[config.mk]
export PLATFORM = sky130hd
export DESIGN_NAME = irq_prio_ctrl
export DESIGN_NICKNAME = d
export VERILOG_FILES = /design/src/rtl/irq_pkg.sv /design/src/rtl/irq_pick.sv /design/src/rtl/irq_elig.sv /design/src/rtl/irq_track.sv /design/src/rtl/irq_prio_ctrl.sv
export SDC_FILE = /design/constraint.sdc
export NUM_CORES = 1
export LEC_CHECK = 0
export ABC_CLOCK_PERIOD_IN_PS = 2000
export BUFFER_PORTS_ARGS = -buffer_cell sky130_fd_sc_hd__buf_2
export CAP_MARGIN = 5
export CORE_AREA = 3 3 40 42
export DETAILED_ROUTE_END_ITERATION = 7
export DIE_AREA = 0 0 43 45
export SYNTH_ARGS = -nofsm -noshare
export SYNTH_HDL_FRONTEND = slang
export SYNTH_SLANG_ARGS = --single-unit
[constraint.sdc]
create_clock -name clk_i -period 2 [get_ports clk_i]
set_input_delay 0.4 -clock clk_i [delete_from_list [all_inputs] [get_ports clk_i]]
set_output_delay 0.4 -clock clk_i [all_outputs]
set_load 0.03 [all_outputs]
[src/rtl/irq_pkg.sv]
package irq_pkg;
  localparam int unsigned DEF_NUM_DEV = 4;
  localparam int unsigned DEF_PRIO_W  = 3;
  // device 3..0 : 2, 4, 4, 5
  localparam logic [DEF_NUM_DEV*DEF_PRIO_W-1:0] DEF_DEV_PRIO = {3'd2, 3'd4, 3'd4, 3'd5};

  function automatic int unsigned idx_width(int unsigned n);
    return (n > 1) ? $clog2(n) : 1;
  endfunction
endpackage

[src/rtl/irq_pick.sv]
// Highest priority among masked devices, lowest index on ties.
module irq_pick #(
  parameter int unsigned NUM_DEV = 4,
  parameter int unsigned PRIO_W  = 3,
  parameter int unsigned VEC_W   = 2
) (
  input  logic [NUM_DEV-1:0]        mask_i,
  input  logic [NUM_DEV*PRIO_W-1:0] prio_i,
  output logic                      found_o,
  output logic [VEC_W-1:0]          idx_o,
  output logic [PRIO_W-1:0]         prio_o
);
  always_comb begin
    found_o = 1'b0;
    idx_o   = '0;
    prio_o  = '0;
    for (int i = 0; i < NUM_DEV; i++) begin
      if (mask_i[i] && (!found_o || prio_i[i*PRIO_W +: PRIO_W] > prio_o)) begin
        found_o = 1'b1;
        idx_o   = VEC_W'(i);
        prio_o  = prio_i[i*PRIO_W +: PRIO_W];
      end
    end
  end
endmodule

[src/rtl/irq_elig.sv]
// Per-device eligibility: pending, not in service, above CPU and in-service ceiling.
module irq_elig #(
  parameter int unsigned NUM_DEV = 4,
  parameter int unsigned PRIO_W  = 3
) (
  input  logic [NUM_DEV-1:0]        pend_i,
  input  logic [NUM_DEV-1:0]        isr_i,
  input  logic [NUM_DEV*PRIO_W-1:0] prio_i,
  input  logic [PRIO_W-1:0]         cpu_prio_i,
  input  logic                      isr_any_i,
  input  logic [PRIO_W-1:0]         isr_top_i,
  output logic [NUM_DEV-1:0]        elig_o
);
  for (genvar g = 0; g < NUM_DEV; g++) begin : g_dev
    logic [PRIO_W-1:0] p;
    assign p = prio_i[g*PRIO_W +: PRIO_W];
    assign elig_o[g] = pend_i[g] && !isr_i[g] && (p > cpu_prio_i) &&
                       (!isr_any_i || (p > isr_top_i));
  end
endmodule

[src/rtl/irq_track.sv]
// Pending and in-service state.
module irq_track #(
  parameter int unsigned NUM_DEV = 4,
  parameter int unsigned VEC_W   = 2
) (
  input  logic               clk_i,
  input  logic               rst_ni,
  input  logic [NUM_DEV-1:0] req_i,
  input  logic               take_i,
  input  logic [VEC_W-1:0]   take_idx_i,
  input  logic               retire_i,
  input  logic [VEC_W-1:0]   retire_idx_i,
  output logic [NUM_DEV-1:0] pend_o,
  output logic [NUM_DEV-1:0] isr_o
);
  logic [NUM_DEV-1:0] take_mask, retire_mask;
  logic [NUM_DEV-1:0] pend_q, isr_q;

  for (genvar g = 0; g < NUM_DEV; g++) begin : g_mask
    assign take_mask[g]   = take_i   && (take_idx_i   == VEC_W'(g));
    assign retire_mask[g] = retire_i && (retire_idx_i == VEC_W'(g));
  end

  always_ff @(posedge clk_i or negedge rst_ni) begin
    if (!rst_ni) begin
      pend_q <= '0;
      isr_q  <= '0;
    end else begin
      pend_q <= (pend_q & ~take_mask) | req_i;
      isr_q  <= (isr_q & ~retire_mask) | take_mask;
    end
  end

  assign pend_o = pend_q;
  assign isr_o  = isr_q;
endmodule

[src/rtl/irq_prio_ctrl.sv]
module irq_prio_ctrl #(
  parameter int unsigned NUM_DEV = irq_pkg::DEF_NUM_DEV,
  parameter int unsigned PRIO_W  = irq_pkg::DEF_PRIO_W,
  parameter logic [NUM_DEV*PRIO_W-1:0] DEV_PRIO = irq_pkg::DEF_DEV_PRIO,
  localparam int unsigned VEC_W  = irq_pkg::idx_width(NUM_DEV)
) (
  input  logic               clk_i,
  input  logic               rst_ni,
  input  logic [NUM_DEV-1:0] dev_req_i,
  input  logic [PRIO_W-1:0]  cpu_prio_i,
  input  logic               ack_i,
  input  logic               eoi_i,
  output logic               irq_o,
  output logic [VEC_W-1:0]   vec_o
);
  logic [NUM_DEV-1:0] pend_q, isr_q, elig;
  logic               isr_any, win_found;
  logic [VEC_W-1:0]   isr_idx, win_idx;
  logic [PRIO_W-1:0]  isr_top, win_prio;
  logic               irq_q, accept, retire;
  logic [VEC_W-1:0]   vec_q;

  assign accept = ack_i && irq_q;
  assign retire = eoi_i && isr_any;

  irq_track #(.NUM_DEV(NUM_DEV), .VEC_W(VEC_W)) u_track (
    .clk_i        (clk_i),
    .rst_ni       (rst_ni),
    .req_i        (dev_req_i),
    .take_i       (accept),
    .take_idx_i   (vec_q),
    .retire_i     (retire),
    .retire_idx_i (isr_idx),
    .pend_o       (pend_q),
    .isr_o        (isr_q)
  );

  // top of the in-service set
  irq_pick #(.NUM_DEV(NUM_DEV), .PRIO_W(PRIO_W), .VEC_W(VEC_W)) u_isr_pick (
    .mask_i  (isr_q),
    .prio_i  (DEV_PRIO),
    .found_o (isr_any),
    .idx_o   (isr_idx),
    .prio_o  (isr_top)
  );

  irq_elig #(.NUM_DEV(NUM_DEV), .PRIO_W(PRIO_W)) u_elig (
    .pend_i     (pend_q),
    .isr_i      (isr_q),
    .prio_i     (DEV_PRIO),
    .cpu_prio_i (cpu_prio_i),
    .isr_any_i  (isr_any),
    .isr_top_i  (isr_top),
    .elig_o     (elig)
  );

  irq_pick #(.NUM_DEV(NUM_DEV), .PRIO_W(PRIO_W), .VEC_W(VEC_W)) u_win_pick (
    .mask_i  (elig),
    .prio_i  (DEV_PRIO),
    .found_o (win_found),
    .idx_o   (win_idx),
    .prio_o  (win_prio)
  );

  // the accepted vector is dropped for one cycle while state settles
  always_ff @(posedge clk_i or negedge rst_ni) begin
    if (!rst_ni) begin
      irq_q <= 1'b0;
      vec_q <= '0;
    end else begin
      irq_q <= win_found && !accept;
      if (win_found && !accept) vec_q <= win_idx;
    end
  end

  assign irq_o = irq_q;
  assign vec_o = vec_q;
endmodule

Yosys cells after proc, flatten, opt, wreduce, memory -nomap -nowiden. Cells that the tools add are included.

Register bits: 11. Output and inout port bits: 3.

Magnitude comparators: 12. Equal/unequal tests: 6. Multiplexer cells: 21. Bitwise gates (word level): 6. Reductions and logical operators: 52.

Operator list (count): logical AND 1 bit (29); greater-than comparator 3 bit (first input constant) (8); two-way mux 3 bit (7); greater-than comparator 2 x 3 -> 1 bit (first input constant) (4); logical NOT 1 bit (12); two-way mux 1 bit (10); logical OR 1 bit (9); bitwise AND 4 bit (2); equality test 2 bit (second input constant) (4); two-way mux 2 bit (4); NOT 4 bit (2); bitwise OR 4 bit (2); equality test 2 x 1 -> 1 bit (second input constant) (2); logical NOT 2 bit (2).

Depth between registers and ports, before layout. Gate-level depths: netlist (run 1).

Depth in word-level cells: 30. Gate-level depth with buffers: 4. Mapped depth without buffers: 4.

Modules after synthesis. Synthesis (run 1) repeated with hierarchy kept, for this count alone.

Cells, all modules: 226. Area, all modules: 1903.1 sq um.

Modules (own cells, without submodules): irq_pick (times used 2, cells an instance 55, area an instance 417.9 sq um); irq_elig (times used 1, cells an instance 78, area an instance 596.8 sq um); irq_track (times used 1, cells an instance 28, area an instance 325.3 sq um); irq_prio_ctrl (times used 1, cells an instance 10, area an instance 145.1 sq um).

Worst setup path after synthesis (run 1). OpenSTA, ideal clock, no wires.

Path type: register -> register. Start point: register vec_q[0] (netlist: vec_o[0]). End point: register u_track.pend_q[1] (netlist: u_track.pend_o[1]). Setup time: 0.118 ns. Arrival time: 1.180 ns. Path slack: 0.702 ns. Cell stages (with the launch flop): 4. Path buffers: 0. Cells stage by stage: dfrtp_1 > inv_1 > or3_1 > a21o_1.

Longest elaborated chain between the ends: 5.

Ends and longest elaborated chain: from (decl) (RTL line irq_prio_ctrl.sv:21) `logic [VEC_W-1:0] vec_q;`; from (signal assigned) (RTL line irq_prio_ctrl.sv:72) `if (win_found && !accept) vec_q <= win_idx;`; equality test 2 x 1 -> 1 bit (RTL line irq_track.sv:20) `assign take_mask[g] = take_i && (take_idx_i == VEC_W'(g));`; logical AND 1 bit (RTL line irq_track.sv:20); NOT 4 bit (RTL line irq_track.sv:29) `pend_q <= (pend_q & ~take_mask) | req_i;`; bitwise AND 4 bit (RTL line irq_track.sv:29); bitwise OR 4 bit (RTL line irq_track.sv:29); to (signal assigned) (RTL line irq_track.sv:29); to (decl) (RTL line irq_track.sv:17) `logic [NUM_DEV-1:0] pend_q, isr_q;`.

No other way between the ends. A chain may end at the register's enable or synchronous reset.

Worst setup path after layout (run 1).
Start point: register vec_q[0] (netlist: vec_o[0]). End point: output port vec_o[0].

RTL lines: to (decl) (RTL line irq_prio_ctrl.sv:14) `output logic [VEC_W-1:0] vec_o`.

No word-level cell between the ends.

==> flow_metrics.tcl, run 1 <==
set metrics [dict create \
    clockBufferDepth 2 \
    grt_pass1_vias 438 \
    power_mw 0.7334 \
    worst_path_largest_cell_delay_ns 0.46 \
    worstSetupStartpoint "vec_o[0]$_DFFE_PN0P_" \
    fin_area_um2 620.6 \
    fin_crit_sh_pct 68.39 \
    fillers 139 \
    ff2ff_path_depth 4 \
    rows 13 \
    syn_nets 57 \
    worst_pin_slew_ns 0.4594 \
    die_area_um2 1935 \
    cts_root_buffer "clkbuf_4" \
    drive_above_1_share_pct 29.69 \
    timing.fmax_ghz 0.7311 \
    wl_per_cell_um 13.48 \
    critPathTopFamily "flip-flops" \
    core-area_um2 1285 \
    gr-total-overflow 0 \
    vias 423 \
    synthMuxAreaShare_pct 0 \
    placed_area_um2 584.3 \
    htreeDepth 1 \
    critical-path-slowest-cell "dfrtp_1" \
    port_buffers 13 \
    ir_drop_v 0.0005625 \
    ys_ff_latch 11 \
    critical_path.startpoint_type "flop" \
    grt_max_degree 12 \
    cts_resized 0 \
    grt_usage_pct 13.27 \
    cts.sinks 11 \
    syn-cell-area_um2 500.5 \
    routabilityCongestion 0.8671 \
    min_to "u_track.pend_o[3]$_DFF_PN0_" \
    rr_startpoint "u_track.isr_o[1]$_DFF_PN0_" \
    via_per_inst 5.354 \
    final_common_cell "buf_2" \
    path_max_fanout 7 \
    dr.pass1.iters 4 \
    yosys.area_share.simple_pct 19.25 \
    dpl.hpwl_um 818.5 \
    syn_area_per_cell_um2 10.88 \
    n_antenna_cell 0 \
    grt_first_pass_wirelength_um 1863 \
    postRouteAntennaNets 0 \
    p_leak_nw 0.2897 \
    skew_ns 0.001270 \
    hold_ws_ns 0.3085 \
    synth_top_family_by_area "compound AO/OA/AOI/OAI gates" \
    fin_nets 76 \
    worstPathCellList "buf_2" \
    grt_setup_unrepaired "false" \
    slew_headroom_pct 69.31 \
    finalHoldViolations 0 \
    finalMaxSlewViolations 0 \
    synth_warnings 0 \
    cts.clk_slew.worst_paths_ns 0.07 \
    max-cap-violations 0 \
    crit_buf_inv 1 \
    crit_type "flop to primary output" \
    regToRegSetupSlack_ns 0.67 \
    hold_path_class "primary input to flop" \
    synth-compound-area-share_pct 24.25 \
    post-route-min-period_ns 1.368 \
    io_pins 14 \
    status "complete, no violations" \
    setup_tns_ns 0 \
    finalSetupViolCount 0 \
    dieHeight_um 45 \
    die_x_um 43 \
    cp.arrival_ns 0.97 \
    clk_latency_ns 0.27 \
    start_util_pct 38.95 \
    post_cts_buffers 0 \
    worst_ep_required_time_ns 1.60 \
    cts_tree "built" \
    hold_path_depth 2 \
    area_delta_synth_final_pct 24.00 \
    drc_errors 0 \
    post-place-cells 74 \
    cts_buffers 3 \
    antenna_found_initial 0 \
    syn_inst 46 \
    synth.distinct_cells 21 \
    synth-xor-area-share_pct 0 \
    powerDensity_nw_per_um2 1182 \
    worstReg2RegEnd "vec_o[0]$_DFFE_PN0P_" \
    hold_start "dev_req_i[3]" \
    setup.worst_path.end_class "primary output" \
    wirelength_um 1065 \
    final_cells 79 \
    drt_iter0_drc 6 \
    layout_common_cells "13 x buf_2, 11 x dfrtp_1, 7 x nand2_1" \
    synth-seq-area-share_pct 55.00 \
    synth_fa_ha_area_share_pct 0 \
]
cells in the mapped netlist (all sizes together):
| master | instances | area [µm²] |
|---|---|---|
| nand2 | 7 | 26.28 |
| o32ai | 1 | 8.760 |
| a21boi | 1 | 7.510 |
| inv | 2 | 7.510 |
| o22ai | 1 | 6.260 |
| or3 | 1 | 6.260 |
| nor2b | 1 | 6.260 |
| nor4 | 1 | 21.27 |
| dfrtp | 11 | 275.3 |
| o21ai | 5 | 25.02 |
| a21o | 2 | 15.01 |
| and2 | 1 | 6.260 |
| nand3 | 2 | 10.01 |
| o211a | 1 | 10.01 |
| nand2b | 2 | 12.51 |
| o31ai | 3 | 27.52 |
| a21oi | 2 | 13.76 |
| o211ai | 1 | 7.510 |
| nor3b | 1 | 7.510 |
per-layer routing:
metal	vias up	GRT usage (%)	part of all wire (%)	wire [µm]
met1	196	16.12	45	482
met5	-	0	0	0
met3	5	5.179	8.5	90
li1	205	-	-	-
met4	0	5.422	1.7	18
met2	17	21.26	44	473
cell type report:
cell class                      count  area, µm²  area share [%]
Sequential cell                    11      275.3           44.35
Multi-Input combinational cell     33      217.7           35.08
Timing Repair Buffer               14      75.07           12.10
Clock buffer                        4      26.28           4.234
Tap cell                           15      18.77           3.024
Inverter                            2      7.507           1.210
state kept, by name, summed over array words and instances, names as in the netlist:
| name | cells |
|---|---|
| u_track.pend_o | 4 |
| u_track.isr_o | 4 |
| vec_o | 2 |
| irq_o | 1 |
stage by stage:
| stage | worst slack, ns | util, % |
|---|---|---|
| 2_1_floorplan | 0.7018 | - |
| 3_5_place_dp | 0.6020 | 45.47 |
| 6_report | 0.6321 | 48.30 |
| 5_1_grt | 0.5430 | 48.30 |
| 3_3_place_gp | 0.6422 | 45.47 |
| 4_1_cts | 0.6092 | 48.30 |
cell families after synthesis:
logic type / count (synthesis)
flip-flops: 11
AND/OR/NAND/NOR: 16
AO/OA/AOI/OAI: 17
buffers and inverters: 2
worst reg2reg max path, delay by kind of cell (launching register included):
family          cells  cell delay (ns)
flops               1             0.42
compound gates      3             0.41
simple gates        1             0.37
where the power goes:
| part | total [mW] | internal, mW | switching [mW] | leakage, nW |
|---|---|---|---|---|
| combinational | 0.239 | 0.0946 | 0.144 | 0.146 |
| sequential | 0.343 | 0.276 | 0.0666 | 0.129 |
| clock | 0.152 | 0.0772 | 0.0745 | 0.0150 |
worst max path at each step:
stage                                  endpoint  slack [ns]  depth (start not counted)
finish                                 vec_o[0]        0.63                          1
global route               vec_o[0]$_DFFE_PN0P_        0.54                          4
detailed placement         vec_o[0]$_DFFE_PN0P_        0.60                          5
CTS                                    vec_o[0]        0.61                          1
global placement           vec_o[0]$_DFFE_PN0P_        0.64                          5
floorplan           u_track.pend_o[1]$_DFF_PN0_        0.70                          3
timing repair:
item	4_1_cts	5_1_grt
hold endpoints to repair	11	0
endpoints found under the setup margin	0	0
hold buffers	1	0
(Power assumes the default switching activity.)
==> run 2: changes to the inputs <==
--- a/config.mk
+++ b/config.mk
@@ -5,7 +5,7 @@
 export SDC_FILE = /design/constraint.sdc
 export NUM_CORES = 1
 export LEC_CHECK = 0
-export ABC_CLOCK_PERIOD_IN_PS = 2000
+export ABC_CLOCK_PERIOD_IN_PS = 1200
 export BUFFER_PORTS_ARGS = -buffer_cell sky130_fd_sc_hd__buf_2
 export CAP_MARGIN = 5
 export CORE_AREA = 3 3 40 42
==> constraint.sdc (replaced) <==
create_clock -name clk_i -period 1.2 [get_ports clk_i]
set_input_delay 0.24 -clock clk_i [delete_from_list [all_inputs] [get_ports clk_i]]
set_output_delay 0.24 -clock clk_i [all_outputs]
set_load 0.03 [all_outputs]
==> flow_metrics.tcl, run 2 (synthesis gave the netlist of run 1 again) <==
set metrics [dict create \
    status "finished, violations left" \
    failed_checks "negative setup slack" \
    drt_iter0_drc 9 \
    critical_path.startpoint_type "flop" \
    cts_buffers 3 \
    multiInputGateArea_um2 217.7 \
    wirelength_um 1211 \
    layout_common_cells "11 x buf_2, 8 x buf_4, 8 x dfrtp_1" \
    start_util_pct 38.95 \
    gr-total-overflow 0 \
    cp.arrival_ns 1.40 \
    cts.clk_slew.worst_paths_ns 0.07 \
    postRouteAntennaNets 0 \
    io_pins 14 \
    finalSetupViolCount 2 \
    antenna_found_initial 0 \
    worst_ep_required_time_ns 1.36 \
    clk_latency_ns 0.28 \
    final_core_util_pct 55.21 \
    fin_nets 85 \
    skew_ns 0.0006217 \
    post-route-min-period_ns 1.245 \
    finalMaxSlewViolations 0 \
    drive_above_1_share_pct 43.84 \
    hold_path_class "primary input to flop" \
    grt_pass1_vias 458 \
    port_buffers 13 \
    vias 468 \
    timing.fmax_ghz 0.8035 \
    die_area_um2 1935 \
    grt_max_degree 12 \
    routabilityCongestion 0.7720 \
    grt_usage_pct 14.42 \
    cts_root_buffer "clkbuf_4" \
    htreeDepth 1 \
    die_x_um 43 \
    setup_tns_ns -0.05688 \
    dpl.hpwl_um 871 \
    cts_tree "built" \
    powerDensity_nw_per_um2 1948 \
    post-place-ws_ns -0.07136 \
    via_per_inst 5.318 \
    fin_ws_ns -0.04454 \
    worst_path_largest_cell_delay_ns 0.41 \
    finalHoldViolations 0 \
    clockBufferDepth 2 \
    wl_per_cell_um 13.76 \
    worstPathCellList "nor4_4 > o31ai_2 > a21oi_2 > o22ai_1" \
    ir_drop_v 0.001019 \
    drc_errors 0 \
    area_delta_synth_final_pct 41.75 \
    core-area_um2 1285 \
    power_mw 1.382 \
    slew_headroom_pct 80.80 \
    dr.pass1.iters 4 \
    critical-path-slowest-cell "dfrtp_1" \
    fin_crit_sh_pct 103.7 \
    cts.sinks 11 \
    path_max_fanout 3 \
    worst_pin_slew_ns 0.2859 \
    hold_ws_ns 0.1397 \
    seq_area_um2 279.0 \
    crit_type "flop to flop" \
    grt_setup_unrepaired "true" \
    final_common_cell "buf_2" \
    dieHeight_um 45 \
    n_antenna_cell 0 \
    fillers 118 \
    setup.worst_path.end_class "flop" \
    grt_first_pass_wirelength_um 1973 \
    max-cap-violations 0 \
    p_leak_nw 0.3370 \
    rows 13 \
]
[run 2: path summary, 6_finish.rpt]
| kind | slack (ns) | cells past startpoint | startpoint | end |
|---|---|---|---|---|
| setup / recovery | -0.04 | 4 | u_track.isr_o[0]$_DFF_PN0_ | vec_o[0]$_DFFE_PN0P_ |
| setup reg to reg | -0.04 | 4 | u_track.isr_o[0]$_DFF_PN0_ | vec_o[0]$_DFFE_PN0P_ |
| min in group asynchronous | 0.36 | 2 | rst_ni | u_track.pend_o[3]$_DFF_PN0_ |
| max in group asynchronous | 0.62 | 2 | rst_ni | vec_o[1]$_DFFE_PN0P_ |
| hold reg to reg | 0.51 | 2 | u_track.isr_o[3]$_DFF_PN0_ | u_track.isr_o[3]$_DFF_PN0_ |
| hold / removal | 0.14 | 2 | dev_req_i[1] | u_track.pend_o[1]$_DFF_PN0_ |
[run 2: what timing repair did]
action | 4_1_cts | 5_1_grt
buffers inserted | 0 | 5
endpoints found under the hold margin | 11 | 0
hold buffers | 1 | 0
resized for setup | 6 | 1
setup endpoints to repair | 4 | 5
pin swaps | 2 | 3
[run 2: routing by layer]
layer  track usage [%]  wire [µm]
met4             10.84         38
met3             3.984         86
met2             21.86        543
met1             17.50        543
met5                 0          0
[run 2: final cells by class]
cell class	instances	share of cell area [%]
repair buffers	23	22.40
clock inverters	1	0.7055
flip-flops and latches	11	39.33
multi-input cells	33	30.69
inverters	2	1.058
clock buffers	3	3.175
well taps	15	2.646
[run 2: worst max-delay path, delay by kind of cell, from the launching register on]
family	cells	cell delay, ns
flip-flops	1	0.41
AND/OR/NAND/NOR	1	0.33
AO/OA/AOI/OAI	3	0.38
[run 2: stage by stage]
stage | instance area, µm² | instances
final | 709.4 | 88
after global routing | 709.4 | 88
after CTS | 671.9 | 83
after detailed placement | 625.6 | 79
after global placement | 625.6 | 79
after floorplan | 504.2 | 46
[run 2: report_power, final]
group          switching, mW  internal, mW
combinational          0.293         0.268
clock                  0.142         0.124
sequential            0.0877         0.467
total                  0.523         0.859
==> run 3: changes to the inputs <==
--- a/config.mk
+++ b/config.mk
@@ -8,9 +8,11 @@
 export ABC_CLOCK_PERIOD_IN_PS = 1200
 export BUFFER_PORTS_ARGS = -buffer_cell sky130_fd_sc_hd__buf_2
 export CAP_MARGIN = 5
-export CORE_AREA = 3 3 40 42
+export CORE_MARGIN = 3
+export CORE_UTILIZATION = 50
 export DETAILED_ROUTE_END_ITERATION = 7
-export DIE_AREA = 0 0 43 45
+export PLACE_DENSITY = 0.71
 export SYNTH_ARGS = -nofsm -noshare
 export SYNTH_HDL_FRONTEND = slang
+export SYNTH_HIERARCHICAL = 1
 export SYNTH_SLANG_ARGS = --single-unit
==> flow_metrics.tcl, run 3 <==
set metrics [dict create \
    syn_inst 218 \
    core-area_um2 3442 \
    placed_area_um2 2621 \
    via_per_inst 5.221 \
    n_antenna_cell 0 \
    post-place-ws_ns -6.685 \
    clockBufferDepth 2 \
    regToRegSetupSlack_ns -6.33 \
    failed_checks "negative setup slack" \
    routedLengthMet1_um 2546 \
    antenna_found_initial 0 \
    grt_setup_unrepaired "true" \
    fin_nets 401 \
    die_x_um 66.78 \
    critical_path.startpoint_type "flop" \
    vias 2052 \
    rows 21 \
    skew_ns 0.002478 \
    port_buffers 13 \
    ir_drop_v 0.002386 \
    htreeDepth 1 \
    clk_latency_ns 0.25 \
    multiInputGateArea_um2 2102 \
    grt_first_pass_wirelength_um 8921 \
    post-route-min-period_ns 7.527 \
    cts_buffers 3 \
    dr.pass1.iters 4 \
    hold_path_class "primary input to flop" \
    fin_crit_sh_pct 627.2 \
    grt_max_degree 12 \
    drt_iter0_drc 67 \
    cts_tree "built" \
    dpl.hpwl_um 3655 \
    worst_ep_required_time_ns 1.33 \
    drive_above_1_share_pct 38.62 \
    highest_layer "met4" \
    final_core_util_pct 89.17 \
    fillers 172 \
    timing.fmax_ghz 0.1329 \
    critical-path-slowest-cell "dfrtp_2" \
    grt_pass1_vias 2024 \
    p_leak_nw 1.465 \
    io_pins 14 \
    area_delta_synth_final_pct 66.19 \
    fin_area_um2 3069 \
    power_mw 7.977 \
    wl_per_cell_um 14.95 \
    finalHoldViolations 0 \
    cp.arrival_ns 7.66 \
    grt_usage_pct 26.58 \
    hold_ws_ns 0.1845 \
    worst_path_largest_cell_delay_ns 0.44 \
    cts.clk_slew.worst_paths_ns 0.05 \
    cts.sinks 11 \
    crit_top_cell "ha_4" \
    syn-cell-area_um2 1847 \
    fin_ws_ns -6.327 \
    postRouteAntennaNets 0 \
    path_max_fanout 5 \
    dieHeight_um 66.78 \
    finalSetupViolCount 7 \
    wl_met2_um 2868 \
    gr-total-overflow 0 \
    layout_common_cells "65 x conb_1, 47 x buf_4, 24 x ha_1" \
    synth_warnings 6 \
    wirelength_um 5877 \
    powerDensity_nw_per_um2 2599 \
    max-cap-violations 0 \
    status "finished, violations left" \
    finalMaxSlewViolations 0 \
    syn_area_per_cell_um2 8.471 \
    wl_met3_um 278 \
    setup.worst_path.end_class "flop" \
    routabilityCongestion 0.7868 \
    start_util_pct 53.65 \
    cts_root_buffer "clkbuf_8" \
    drc_errors 0 \
    final_common_cell "conb_1" \
    crit_type "flop to flop" \
    die_area_um2 4459 \
    seq_area_um2 276.5 \
]
[run 3: per-layer routing]
layer / GRT usage [%] / vias to the layer above
li1: - / 997
met1: 32.34 / 955
met2: 49.01 / 77
met3: 1.686 / 23
met4: 8.629 / 0
met5: 0 / -
[run 3: stage by stage]
stage | setup TNS (ns) | cells
2_1_floorplan | -20.72 | 281
3_3_place_gp | -28.35 | 378
3_5_place_dp | -29.14 | 378
4_1_cts | -27.08 | 389
5_1_grt | -29.29 | 393
6_report | -27.92 | 393
[run 3: cell type report]
cell class | count | share of cell area, %
Multi-Input combinational cell | 242 | 68.49
Tap cell | 46 | 1.875
Inverter | 25 | 3.139
Clock buffer | 4 | 1.468
Sequential cell | 11 | 9.009
Timing Repair Buffer | 65 | 16.02
[run 3: repair_timing]
action / 4_1_cts / 5_1_grt
pin swaps: 42 / 8
buffers inserted: 6 / 5
gates cloned: 0 / 0
hold buffers: 1 / 0
resized for setup: 32 / 24
hold endpoints to repair: 11 / 0
endpoints found under the setup margin: 8 / 10
[run 3: path summary, 6_finish.rpt]
path | startpoint | endpoint | cells after the start
setup / recovery | u_track/isr_o[0]$_DFF_PN0_ | vec_o[1]$_DFFE_PN0P_ | 41
hold / removal | dev_req_i[3] | u_track/pend_o[3]$_DFF_PN0_ | 2
setup reg to reg | u_track/isr_o[0]$_DFF_PN0_ | vec_o[1]$_DFFE_PN0P_ | 41
hold reg to reg | u_track/pend_o[3]$_DFF_PN0_ | u_track/pend_o[3]$_DFF_PN0_ | 2
max in group asynchronous | rst_ni | u_track/isr_o[0]$_DFF_PN0_ | 2
min in group asynchronous | rst_ni | u_track/isr_o[2]$_DFF_PN0_ | 2
[run 3: critical path: cells and delay by family (launching register included)]
family                     cells  cell delay, ns
DFF                            1            0.44
buffers and inverters          2            0.10
and+or+nand+nor               14            2.44
adders and majority gates      7            1.46
muxes                          2            0.57
AOI/OAI and AO/OA             16            2.37
[run 3: where the power goes]
| part | switching, mW | leakage [nW] | internal, mW |
|---|---|---|---|
| registers | 0.0971 | 0.124 | 0.496 |
| logic | 3.31 | 1.32 | 3.69 |
| clock network | 0.152 | 0.0228 | 0.234 |
